[src/rtl/mpp_pkg.sv]
package mpp_pkg;

  localparam logic [7:0] OP_PTR_MAIN  = 8'h00;
  localparam logic [7:0] OP_PTR_SPARE = 8'h50;
  localparam logic [7:0] OP_LOAD      = 8'h80;
  localparam logic [7:0] OP_DUMMY     = 8'h11;
  localparam logic [7:0] OP_PROG      = 8'h10;
  localparam logic [7:0] OP_MSTAT     = 8'h71;

  typedef enum logic [3:0] {
    S_IDLE,
    S_LOAD,
    S_ADDR,
    S_DATA,
    S_CLOSE,
    S_WAIT,
    S_SCMD,
    S_SRD,
    S_SCAP
  } seq_state_e;

  typedef enum logic [1:0] {
    ERR_NONE  = 2'd0,
    ERR_EMPTY = 2'd1,
    ERR_PTR   = 2'd2,
    ERR_TMO   = 2'd3
  } seq_err_e;

endpackage

[src/rtl/mpp_plane_pick.sv]
module mpp_plane_pick #(
  parameter int NP = 4,
  localparam int IW = (NP > 1) ? $clog2(NP) : 1
) (
  input  logic [NP-1:0] mask,
  input  logic [IW:0]   from,
  output logic          found,
  output logic [IW-1:0] idx
);

  logic [NP-1:0] elig;

  genvar i;
  generate
    for (i = 0; i < NP; i++) begin : g_elig
      assign elig[i] = mask[i] && (from <= (IW+1)'(i));
    end
  endgenerate

  always_comb begin
    found = |elig;
    idx   = '0;
    for (int k = NP - 1; k >= 0; k--) begin
      if (elig[k]) idx = IW'(k);
    end
  end

endmodule

[src/rtl/mpp_busy_wait.sv]
module mpp_busy_wait #(
  parameter int GUARD   = 2,
  parameter int TMO_CYC = 4096,
  localparam int CW = $clog2(TMO_CYC + 1)
) (
  input  logic clk,
  input  logic rst,
  input  logic arm,
  input  logic run,
  input  logic rdy,
  output logic ok,
  output logic expired
);

  logic [CW-1:0] cnt;

  always_ff @(posedge clk) begin
    if (rst || arm) begin
      cnt <= '0;
    end else if (run && cnt != CW'(TMO_CYC)) begin
      cnt <= cnt + 1'b1;
    end
  end

  always_comb begin
    ok      = run && rdy && (cnt >= CW'(GUARD));
    expired = run && !ok && (cnt >= CW'(TMO_CYC - 1));
  end

endmodule

[src/rtl/mpp_seq.sv]
module mpp_seq
  import mpp_pkg::*;
#(
  parameter int NP         = 4,
  parameter int PAGE_BYTES = 528,
  parameter int ROW_CYC    = 3,
  parameter int PG_W       = 5,
  parameter int GUARD      = 2,
  parameter int TMO_CYC    = 4096,
  localparam int IW    = (NP > 1) ? $clog2(NP) : 1,
  localparam int GRP_W = ROW_CYC * 8 - IW - PG_W
) (
  input  logic             clk,
  input  logic             rst,
  input  logic             start,
  input  logic [NP-1:0]    plane_mask,
  input  logic [1:0]       area_ptr,
  input  logic [GRP_W-1:0] blk_grp,
  input  logic [PG_W-1:0]  page_idx,
  input  logic [7:0]       s_data,
  input  logic             s_valid,
  output logic             s_ready,
  output logic             busy,
  output logic             done,
  output logic [1:0]       err,
  output logic [NP-1:0]    fail_mask,
  output logic             any_fail,
  output logic             fl_cmd_we,
  output logic             fl_adr_we,
  output logic             fl_dat_we,
  output logic             fl_rd,
  output logic [7:0]       fl_io_out,
  input  logic [7:0]       fl_io_in,
  input  logic             fl_rdy
);

  localparam int ADR_CYC = ROW_CYC + 1;
  localparam int AW      = $clog2(ADR_CYC + 1);
  localparam int BW      = $clog2(PAGE_BYTES);
  localparam int ROW_W   = ROW_CYC * 8;

  seq_state_e       st;
  logic [NP-1:0]    mask_q;
  logic [GRP_W-1:0] grp_q;
  logic [PG_W-1:0]  page_q;
  logic [IW-1:0]    cur;
  logic [AW-1:0]    acnt;
  logic [BW-1:0]    bcnt;

  logic          first_found, nxt_found;
  logic [IW-1:0] first_idx, nxt_idx;
  logic          wait_ok, wait_exp;
  logic [ROW_W-1:0] row_w;
  logic [7:0]    adr_byte;
  logic          unused_stat;

  assign unused_stat = ^{fl_io_in[7:NP+1], first_found};

  mpp_plane_pick #(.NP(NP)) u_first (
    .mask  (plane_mask),
    .from  ('0),
    .found (first_found),
    .idx   (first_idx)
  );

  mpp_plane_pick #(.NP(NP)) u_next (
    .mask  (mask_q),
    .from  ({1'b0, cur} + (IW+1)'(1)),
    .found (nxt_found),
    .idx   (nxt_idx)
  );

  mpp_busy_wait #(.GUARD(GUARD), .TMO_CYC(TMO_CYC)) u_wait (
    .clk     (clk),
    .rst     (rst),
    .arm     (st == S_CLOSE),
    .run     (st == S_WAIT),
    .rdy     (fl_rdy),
    .ok      (wait_ok),
    .expired (wait_exp)
  );

  // Row: group above plane above page, so block = group*NP + plane.
  assign row_w = {grp_q, cur, page_q};

  always_comb begin
    adr_byte = 8'h00;
    for (int k = 1; k < ADR_CYC; k++) begin
      if (int'(acnt) == k) adr_byte = row_w[8*(k-1) +: 8];
    end
  end

  assign s_ready = (st == S_DATA);
  assign busy    = (st != S_IDLE);

  always_ff @(posedge clk) begin
    if (rst) begin
      st        <= S_IDLE;
      mask_q    <= '0;
      grp_q     <= '0;
      page_q    <= '0;
      cur       <= '0;
      acnt      <= '0;
      bcnt      <= '0;
      done      <= 1'b0;
      err       <= ERR_NONE;
      fail_mask <= '0;
      any_fail  <= 1'b0;
      fl_cmd_we <= 1'b0;
      fl_adr_we <= 1'b0;
      fl_dat_we <= 1'b0;
      fl_rd     <= 1'b0;
      fl_io_out <= 8'h00;
    end else begin
      fl_cmd_we <= 1'b0;
      fl_adr_we <= 1'b0;
      fl_dat_we <= 1'b0;
      fl_rd     <= 1'b0;
      done      <= 1'b0;
      case (st)
        S_IDLE: begin
          if (start) begin
            if (area_ptr[0]) begin
              done      <= 1'b1;
              err       <= ERR_PTR;
              fail_mask <= '0;
              any_fail  <= 1'b0;
            end else if (plane_mask == '0) begin
              done      <= 1'b1;
              err       <= ERR_EMPTY;
              fail_mask <= '0;
              any_fail  <= 1'b0;
            end else begin
              mask_q    <= plane_mask;
              grp_q     <= blk_grp;
              page_q    <= page_idx;
              cur       <= first_idx;
              fl_cmd_we <= 1'b1;
              fl_io_out <= area_ptr[1] ? OP_PTR_SPARE : OP_PTR_MAIN;
              st        <= S_LOAD;
            end
          end
        end
        S_LOAD: begin
          fl_cmd_we <= 1'b1;
          fl_io_out <= OP_LOAD;
          acnt      <= '0;
          st        <= S_ADDR;
        end
        S_ADDR: begin
          fl_adr_we <= 1'b1;
          fl_io_out <= adr_byte;
          if (acnt == AW'(ADR_CYC - 1)) begin
            bcnt <= '0;
            st   <= S_DATA;
          end else begin
            acnt <= acnt + 1'b1;
          end
        end
        S_DATA: begin
          if (s_valid) begin
            fl_dat_we <= 1'b1;
            fl_io_out <= s_data;
            if (bcnt == BW'(PAGE_BYTES - 1)) begin
              st <= S_CLOSE;
            end else begin
              bcnt <= bcnt + 1'b1;
            end
          end
        end
        S_CLOSE: begin
          fl_cmd_we <= 1'b1;
          fl_io_out <= nxt_found ? OP_DUMMY : OP_PROG;
          st        <= S_WAIT;
        end
        S_WAIT: begin
          if (wait_ok) begin
            if (nxt_found) begin
              cur <= nxt_idx;
              st  <= S_LOAD;
            end else begin
              st <= S_SCMD;
            end
          end else if (wait_exp) begin
            done      <= 1'b1;
            err       <= ERR_TMO;
            fail_mask <= '0;
            any_fail  <= 1'b0;
            st        <= S_IDLE;
          end
        end
        S_SCMD: begin
          fl_cmd_we <= 1'b1;
          fl_io_out <= OP_MSTAT;
          st        <= S_SRD;
        end
        S_SRD: begin
          fl_rd <= 1'b1;
          st    <= S_SCAP;
        end
        S_SCAP: begin
          done      <= 1'b1;
          err       <= ERR_NONE;
          fail_mask <= fl_io_in[NP:1] & mask_q;
          any_fail  <= fl_io_in[0];
          st        <= S_IDLE;
        end
        default: st <= S_IDLE;
      endcase
    end
  end

endmodule

[config.mk]
export PLATFORM = sky130hd
export DESIGN_NAME = mpp_seq
export DESIGN_NICKNAME = d
export VERILOG_FILES = /design/src/rtl/mpp_pkg.sv /design/src/rtl/mpp_plane_pick.sv /design/src/rtl/mpp_busy_wait.sv /design/src/rtl/mpp_seq.sv
export SDC_FILE = /design/constraint.sdc
export NUM_CORES = 1
export LEC_CHECK = 0
export ABC_AREA = 1
export BUFFER_PORTS_ARGS = -buffer_cell sky130_fd_sc_hd__buf_2
export CAP_MARGIN = 0
export CORE_MARGIN = 5
export CORE_UTILIZATION = 45
export CTS_CLUSTER_SIZE = 30
export DETAILED_ROUTE_END_ITERATION = 7
export PLACE_DENSITY = 0.78
export RECOVER_POWER = 100
export SYNTH_ARGS = -nofsm -noshare
export SYNTH_HDL_FRONTEND = slang
export SYNTH_SLANG_ARGS = --single-unit
[constraint.sdc]
create_clock -name clk -period 2.05 [get_ports clk]
set_clock_uncertainty 0.15 [all_clocks]
set_input_delay 0 -clock clk [delete_from_list [all_inputs] [get_ports clk]]
set_output_delay 0 -clock clk [all_outputs]
set_load 0.05 [all_outputs]
==> qor.yml, run 1 <==
critical_path:
  cp_slowest_stage_delay_ns: 0.46
  slowest_stage: "dfxtp_1"
  reg2reg_slack_ns: 0.16
  worstPathRequired_ns: 2.15
  cp-start-kind: "flip-flop"
  cp_cell_sequence: "nand2_1, nor2_2, inv_1, nand2_1, nand2_4, o21ai_4, inv_1, nand2_1, nor2_1"
  r2r_end: "bcnt[8]"
  critPathCaptureType: "flip-flop"
  crit_arrival_ns: 1.99
  crit_type: "flip-flop to flip-flop"
  crit_path_frequent_cell: "nand2_1"
  path_max_fanout: 12
  r2r_cells: 9
  r2r-start: "st[1]"
clock_tree:
  cts_root_buf: "clkbuf_8"
  clockBufferDepth: 2
  post_cts_buffers: 0
  clk_pin_slew_worst_paths_ns: 0.08
  htreeDepth: 3
  clock_latency_ns: 0.35
  clkSinkCount: 78
  cts_tree: "done"
  cts_buffers: 9
place:
  dp_hpwl_um: 7470
  place_congestion: 0.949
  port_buffers: 67
sta:
  final.setup.tns_ns: 0
  rsz0062_at_grt: "no"
  hold_violations: 0
  timing.final.crit_share_pct: 92.0
  drv_slew: 0
  slew_headroom_pct: 54.0
  tightest_slew_ns: 0.689
  fmax_mhz: 530
  fin_crit_ns: 1.89
  setup_viol: 0
pwr:
  p_per_area_mw_per_mm2: 867
  ir_worst_vdd_mv: 0.547
  total_power_mw: 4.34
  p_leak_nw: 2.13
logic_synthesis:
  yosysTopAreaCellShare_pct: 39.8
  yosysSeqAreaShare_pct: 39.8
  synth_fp_nets: 643
  yosysWarningCount: 0
  synth-seq-cells: 78
  netlist_top_cells_area: "dfxtp_1 (40%), nand2_1 (12%), nor2_1 (10%)"
  synth_top_area_cell: "dfxtp_1"
  syn_area_mm2: 0.00392
  avgSynthCellArea_um2: 6.69
  syn_inst: 586
  synthDistinctLibCells: 34
floorplan:
  coreArea_mm2: 0.00859
  die_w_um: 103
  io_pins: 71
  die-area_mm2: 0.0107
  initial_core_util_pct: 45.6
  die_h_um: 103
  rows: 34
run:
  drv_cap: 0
detailed_routing:
  first_pass_iters: 5
  wl_um: 10800
  drc_errors: 0
  drtIter0Drc: 233
  vias_per_cell: 5.15
  wl_per_cell_um: 13.2
  final_antenna_net_count: 0
  num_vias: 4214
status:
  status: "complete, no violations"
hold_path:
  hp-class: "input port to flip-flop"
  holdPathEnd: "st[0]"
  hold_depth: 7
  min-delay-start: "fl_rdy"
grt:
  grt_pass1_vias: 4094
  antenna_found_initial: 0
  grt_max_degree: 33
  grtUsageTotal_pct: 20.9
  grt_first_pass_wirelength_um: 17900
  grt_overflow: 0
layout:
  area_growth_pct: 27.7
  nNetsFinal: 762
  drive_gt1_share_pct: 13.4
  antenna_cells: 0
## worst max-delay path by stage
stage                        from           end  slack, ns  depth (start not counted)
after global placement    bcnt[0]       bcnt[8]       0.16                         11
final                       st[1]       bcnt[8]       0.16                          9
after detailed placement  acnt[0]       bcnt[8]       0.05                         11
after global routing          rst      grp_q[0]      0.006                          6
after CTS                   st[1]       bcnt[8]       0.06                          9
after floorplan             st[1]  fl_io_out[4]       0.31                         11
## what timing repair did
item,CTS,global route
hold buffers,45,0
hold endpoints to repair,47,0
gates resized for setup,0,3
setup endpoints to repair,0,6
## synthesized netlist by cell type (all sizes together)
| master | number |
|---|---|
| a21oi | 38 |
| a31oi | 1 |
| and3 | 1 |
| buf | 8 |
| clkbuf | 7 |
| clkinv | 2 |
| dfxtp | 78 |
| ha | 8 |
| inv | 60 |
| nand2 | 131 |
| nand3 | 49 |
| nand3b | 1 |
| nand4 | 8 |
| nor2 | 112 |
| nor3 | 15 |
| nor3b | 1 |
| o211ai | 8 |
| o21ai | 49 |
| o21bai | 1 |
| o22ai | 2 |
| xnor2 | 2 |
| xor2 | 4 |
## cells in the final DEF, fill, tap and decap left out, types with 2 or more instances in the layout
cell type / n
nor2_2: 5
clkbuf_8: 9
o211ai_1: 8
nand2_2: 6
nand2_1: 124
buf_2: 44
clkinv_1: 2
o22ai_1: 2
nor2_1: 107
inv_1: 53
nand4_1: 8
clkinv_4: 2
ha_1: 8
clkbuf_2: 2
o21ai_1: 3
clkbuf_1: 23
nand3_2: 2
dfxtp_1: 78
nand3_1: 47
dlygate4sd3_1: 45
a21oi_1: 38
xnor2_1: 2
buf_4: 10
clkinv_2: 3
inv_2: 6
xor2_1: 4
nor3_1: 14
o21ai_0: 45
## area by class of cell
class	instances	area, µm²
fill	799	3590
multi-input combinational	431	2040
sequential	78	1560
timing repair buffer	123	838
inverter	62	235
tap	108	135
clock buffer	10	128
clock inverter	6	62.6
## registers in the layout (all words and copies together), names as in the netlist, 2 cells and up
name / cells
mask_q: 4
st: 4
grp_q: 17
bcnt: 10
err: 2
cur: 2
fail_mask: 4
acnt: 3
page_q: 5
u_wait.cnt: 13
fl_io_out: 8
## worst max-delay path: cells and delay by family, from the launching register on
family	cells	cell delay [ns]
compound gates	1	0.24
flops	1	0.46
simple gates	6	0.72
buf+inv	2	0.20
## power breakdown
| part | internal (mW) | total (mW) | switching, mW |
|---|---|---|---|
| Sequential | 1.71 | 1.86 | 0.146 |
| Combinational | 0.417 | 1.36 | 0.940 |
| Clock | 0.561 | 1.13 | 0.565 |
| Total | 2.69 | 4.34 | 1.65 |
## layer usage
layer  share of wire [%]  track usage [%]  vias up
met2                  50             37.0      130
li1                    -                -     2140
met5                   0                0        -
met1                  43             24.6     1917
met4                 2.4             8.27        0
met3                 5.0             4.56       27
## stage by stage
stage / cell area (µm²) / utilization, % / worst slack, ns / cells / hold WS (ns)
6_report: 5000 / 58.2 / 0.163 / 818 / 0.0385
5_1_grt: 5000 / 58.2 / 0.00585 / 818 / 0.0798
4_1_cts: 5030 / 58.6 / 0.0559 / 818 / 0.0306
2_1_floorplan: 3920 / - / 0.314 / 586 / -0.00257
3_5_place_dp: 4390 / 51.1 / 0.0546 / 757 / 0.106
3_3_place_gp: 4390 / 51.1 / 0.156 / 757 / 0.0985
## logic make-up (layout without fill, tap and decap cells)
family	Yosys count	count (layout)	share of synthesized area, %
flops	78	78	39.8
fa+ha+maj	8	8	2.55
simple gates	318	318	34.8
xor+xnor	6	6	1.34
buf+inv	77	201	8.08
compound gates	99	99	13.4
No activity file was read; power rests on OpenSTA's default activity.
==> inputs of run 2 (changes only) <==
Settings changed: CORE_ASPECT_RATIO set to 0.75.
==> qor.yml, run 2 (synthesis results as in run 1) <==
sta:
  rsz0062_at_grt: "no"
  timing.final.crit_share_pct: 91.9
  fmax_mhz: 531
  hold_violations: 0
  setup_viol: 0
  slew_headroom_pct: 58.2
  fin_crit_ns: 1.88
  final.setup.tns_ns: 0
  tightest_slew_ns: 0.630
  drv_slew: 0
layout:
  nNetsFinal: 764
  largest_register_ffs: 17
  multi_input_area_mm2: 0.00204
  drive_gt1_share_pct: 14.0
  seqCellArea_mm2: 0.00156
  nFillCells: 787
  regMostFlops: "grp_q"
  final_cell_mix: "nand2_1 (123), nor2_1 (107), dfxtp_1 (78)"
  antenna_cells: 0
  area_growth_pct: 30.7
  reg_top3: "grp_q (17), u_wait.cnt (13), bcnt (10)"
  final_common_cell: "nand2_1"
place:
  dp_hpwl_um: 7520
  port_buffers: 67
  place_congestion: 0.906
hold_path:
  hp-class: "input port to flip-flop"
  hold_depth: 7
floorplan:
  rows: 29
  initial_core_util_pct: 46.2
  io_pins: 71
  coreArea_mm2: 0.00849
  die-area_mm2: 0.0107
  die_h_um: 90.8
  die_w_um: 118
clock_tree:
  cts_buffers: 9
  clkSinkCount: 78
  clock_latency_ns: 0.34
  cts_tree: "done"
  htreeDepth: 3
  clk_pin_slew_worst_paths_ns: 0.06
  clockBufferDepth: 2
  cts_root_buf: "clkbuf_16"
pwr:
  swShare_pct: 35.8
  power_frac_comb_pct: 28.9
  p_per_area_mw_per_mm2: 941
  internal_power_mw: 3.09
  clkPwrFrac_pct: 32.6
  p_seq_share_pct: 38.5
  ir_worst_vdd_mv: 0.507
  p_sw_mw: 1.73
  total_power_mw: 4.82
  p_leak_nw: 2.17
grt:
  antenna_found_initial: 0
  grtUsageTotal_pct: 20.7
  grt_max_degree: 21
  grt_pass1_vias: 3953
  grt_first_pass_wirelength_um: 18400
  grt_overflow: 0
critical_path:
  crit_cells: 9
  cp_cell_sequence: "inv_1, nor2_2, nand3_2, inv_4, nand2_2, inv_2, nand2_1, o21ai_0, a21oi_1"
  cp-start-kind: "flip-flop"
  crit_type: "flip-flop to flip-flop"
  r2r_cells: 9
  critPathCaptureType: "flip-flop"
  worstPathRequired_ns: 2.12
  cp_slowest_stage_delay_ns: 0.42
  crit_arrival_ns: 1.96
  cp_num_buf_inv: 3
  path_max_fanout: 12
  slowest_stage: "dfxtp_1"
  crit_family: "simple AND/OR/NAND/NOR gates"
detailed_routing:
  drc_errors: 0
  drtIter0Drc: 275
  wl_um: 10900
  first_pass_iters: 6
  num_vias: 4191
  vias_per_cell: 5.11
  wl_per_cell_um: 13.3
  final_antenna_net_count: 0
run:
  drv_cap: 0
status:
  status: "complete, no violations"
==> run 2: cell types whose count changed in the layout (fill, tap and decap cells not counted), sizes merged <==
cell | before | now
clkinvlp | 0 | 3
dlygate4sd3 | 45 | 43
clkbuf | 34 | 32
buf | 54 | 60
clkinv | 7 | 4
==> run 2: worst paths after layout <==
check	slack (ns)	endpoint	startpoint
setup reg to reg	0.17	u_wait.cnt[5]	st[0]
hold reg to reg	0.31	fail_mask[3]	fail_mask[3]
setup / recovery	0.17	u_wait.cnt[5]	st[0]
hold / removal	0.07	st[0]	fl_rdy
==> run 2: timing repair <==
item / CTS / global route
setup endpoints to repair: 0 / 5
endpoints found under the hold margin: 43 / 0
hold buffers: 43 / 0
buffers inserted: 0 / 0
resized for setup: 0 / 4
==> run 2: routing by layer <==
layer  up-vias  routed length [µm]  global-route usage (%)
met4         0                 131                    5.35
li1       2145                   -                       -
met2       145                5050                    33.7
met1      1886                4940                    26.1
met3        15                 820                    7.14
met5         -                   0                       0
==> run 2: cell type report <==
type | count | area share [%]
timing repair buffer | 125 | 16.7
tap | 108 | 2.64
sequential | 78 | 30.5
clock inverter | 6 | 1.22
inverter | 62 | 4.59
multi-input combinational | 431 | 39.9
clock buffer | 10 | 4.47
==> run 2: worst register-to-register path, cell delays in order, from the launching register on <==
cell and delay (ns):
dfxtp_1 0.42, inv_1 0.11, nor2_2 0.17, nand3_2 0.16, inv_4 0.16, nand2_2 0.15
inv_2 0.15, nand2_1 0.08, o21ai_0 0.16, a21oi_1 0.06
==> run 2: power groups by stage <==
stage	Clock [mW]	Sequential, mW	Combinational (mW)
final	1.57	1.85	1.39
after global routing	1.67	1.87	1.54
after CTS	1.60	1.85	1.41
after detailed placement	0	1.88	1.33
after global placement	0	1.87	1.31
after floorplan	0	2.02	0.811
==> run 2: metrics by stage <==
| step | cells | util, % | hold WS [ns] | cell area [µm²] | setup slack (ns) |
|---|---|---|---|---|---|
| 2_1_floorplan | 586 | - | -0.00257 | 3920 | 0.314 |
| 5_1_grt | 820 | 60.3 | 0.107 | 5120 | 0.00477 |
| 3_5_place_dp | 761 | 52.2 | 0.109 | 4430 | 0.151 |
| 6_report | 820 | 60.3 | 0.0661 | 5120 | 0.165 |
| 4_1_cts | 820 | 60.7 | 0.0506 | 5160 | 0.120 |
| 3_3_place_gp | 761 | 52.2 | 0.100 | 4430 | 0.216 |
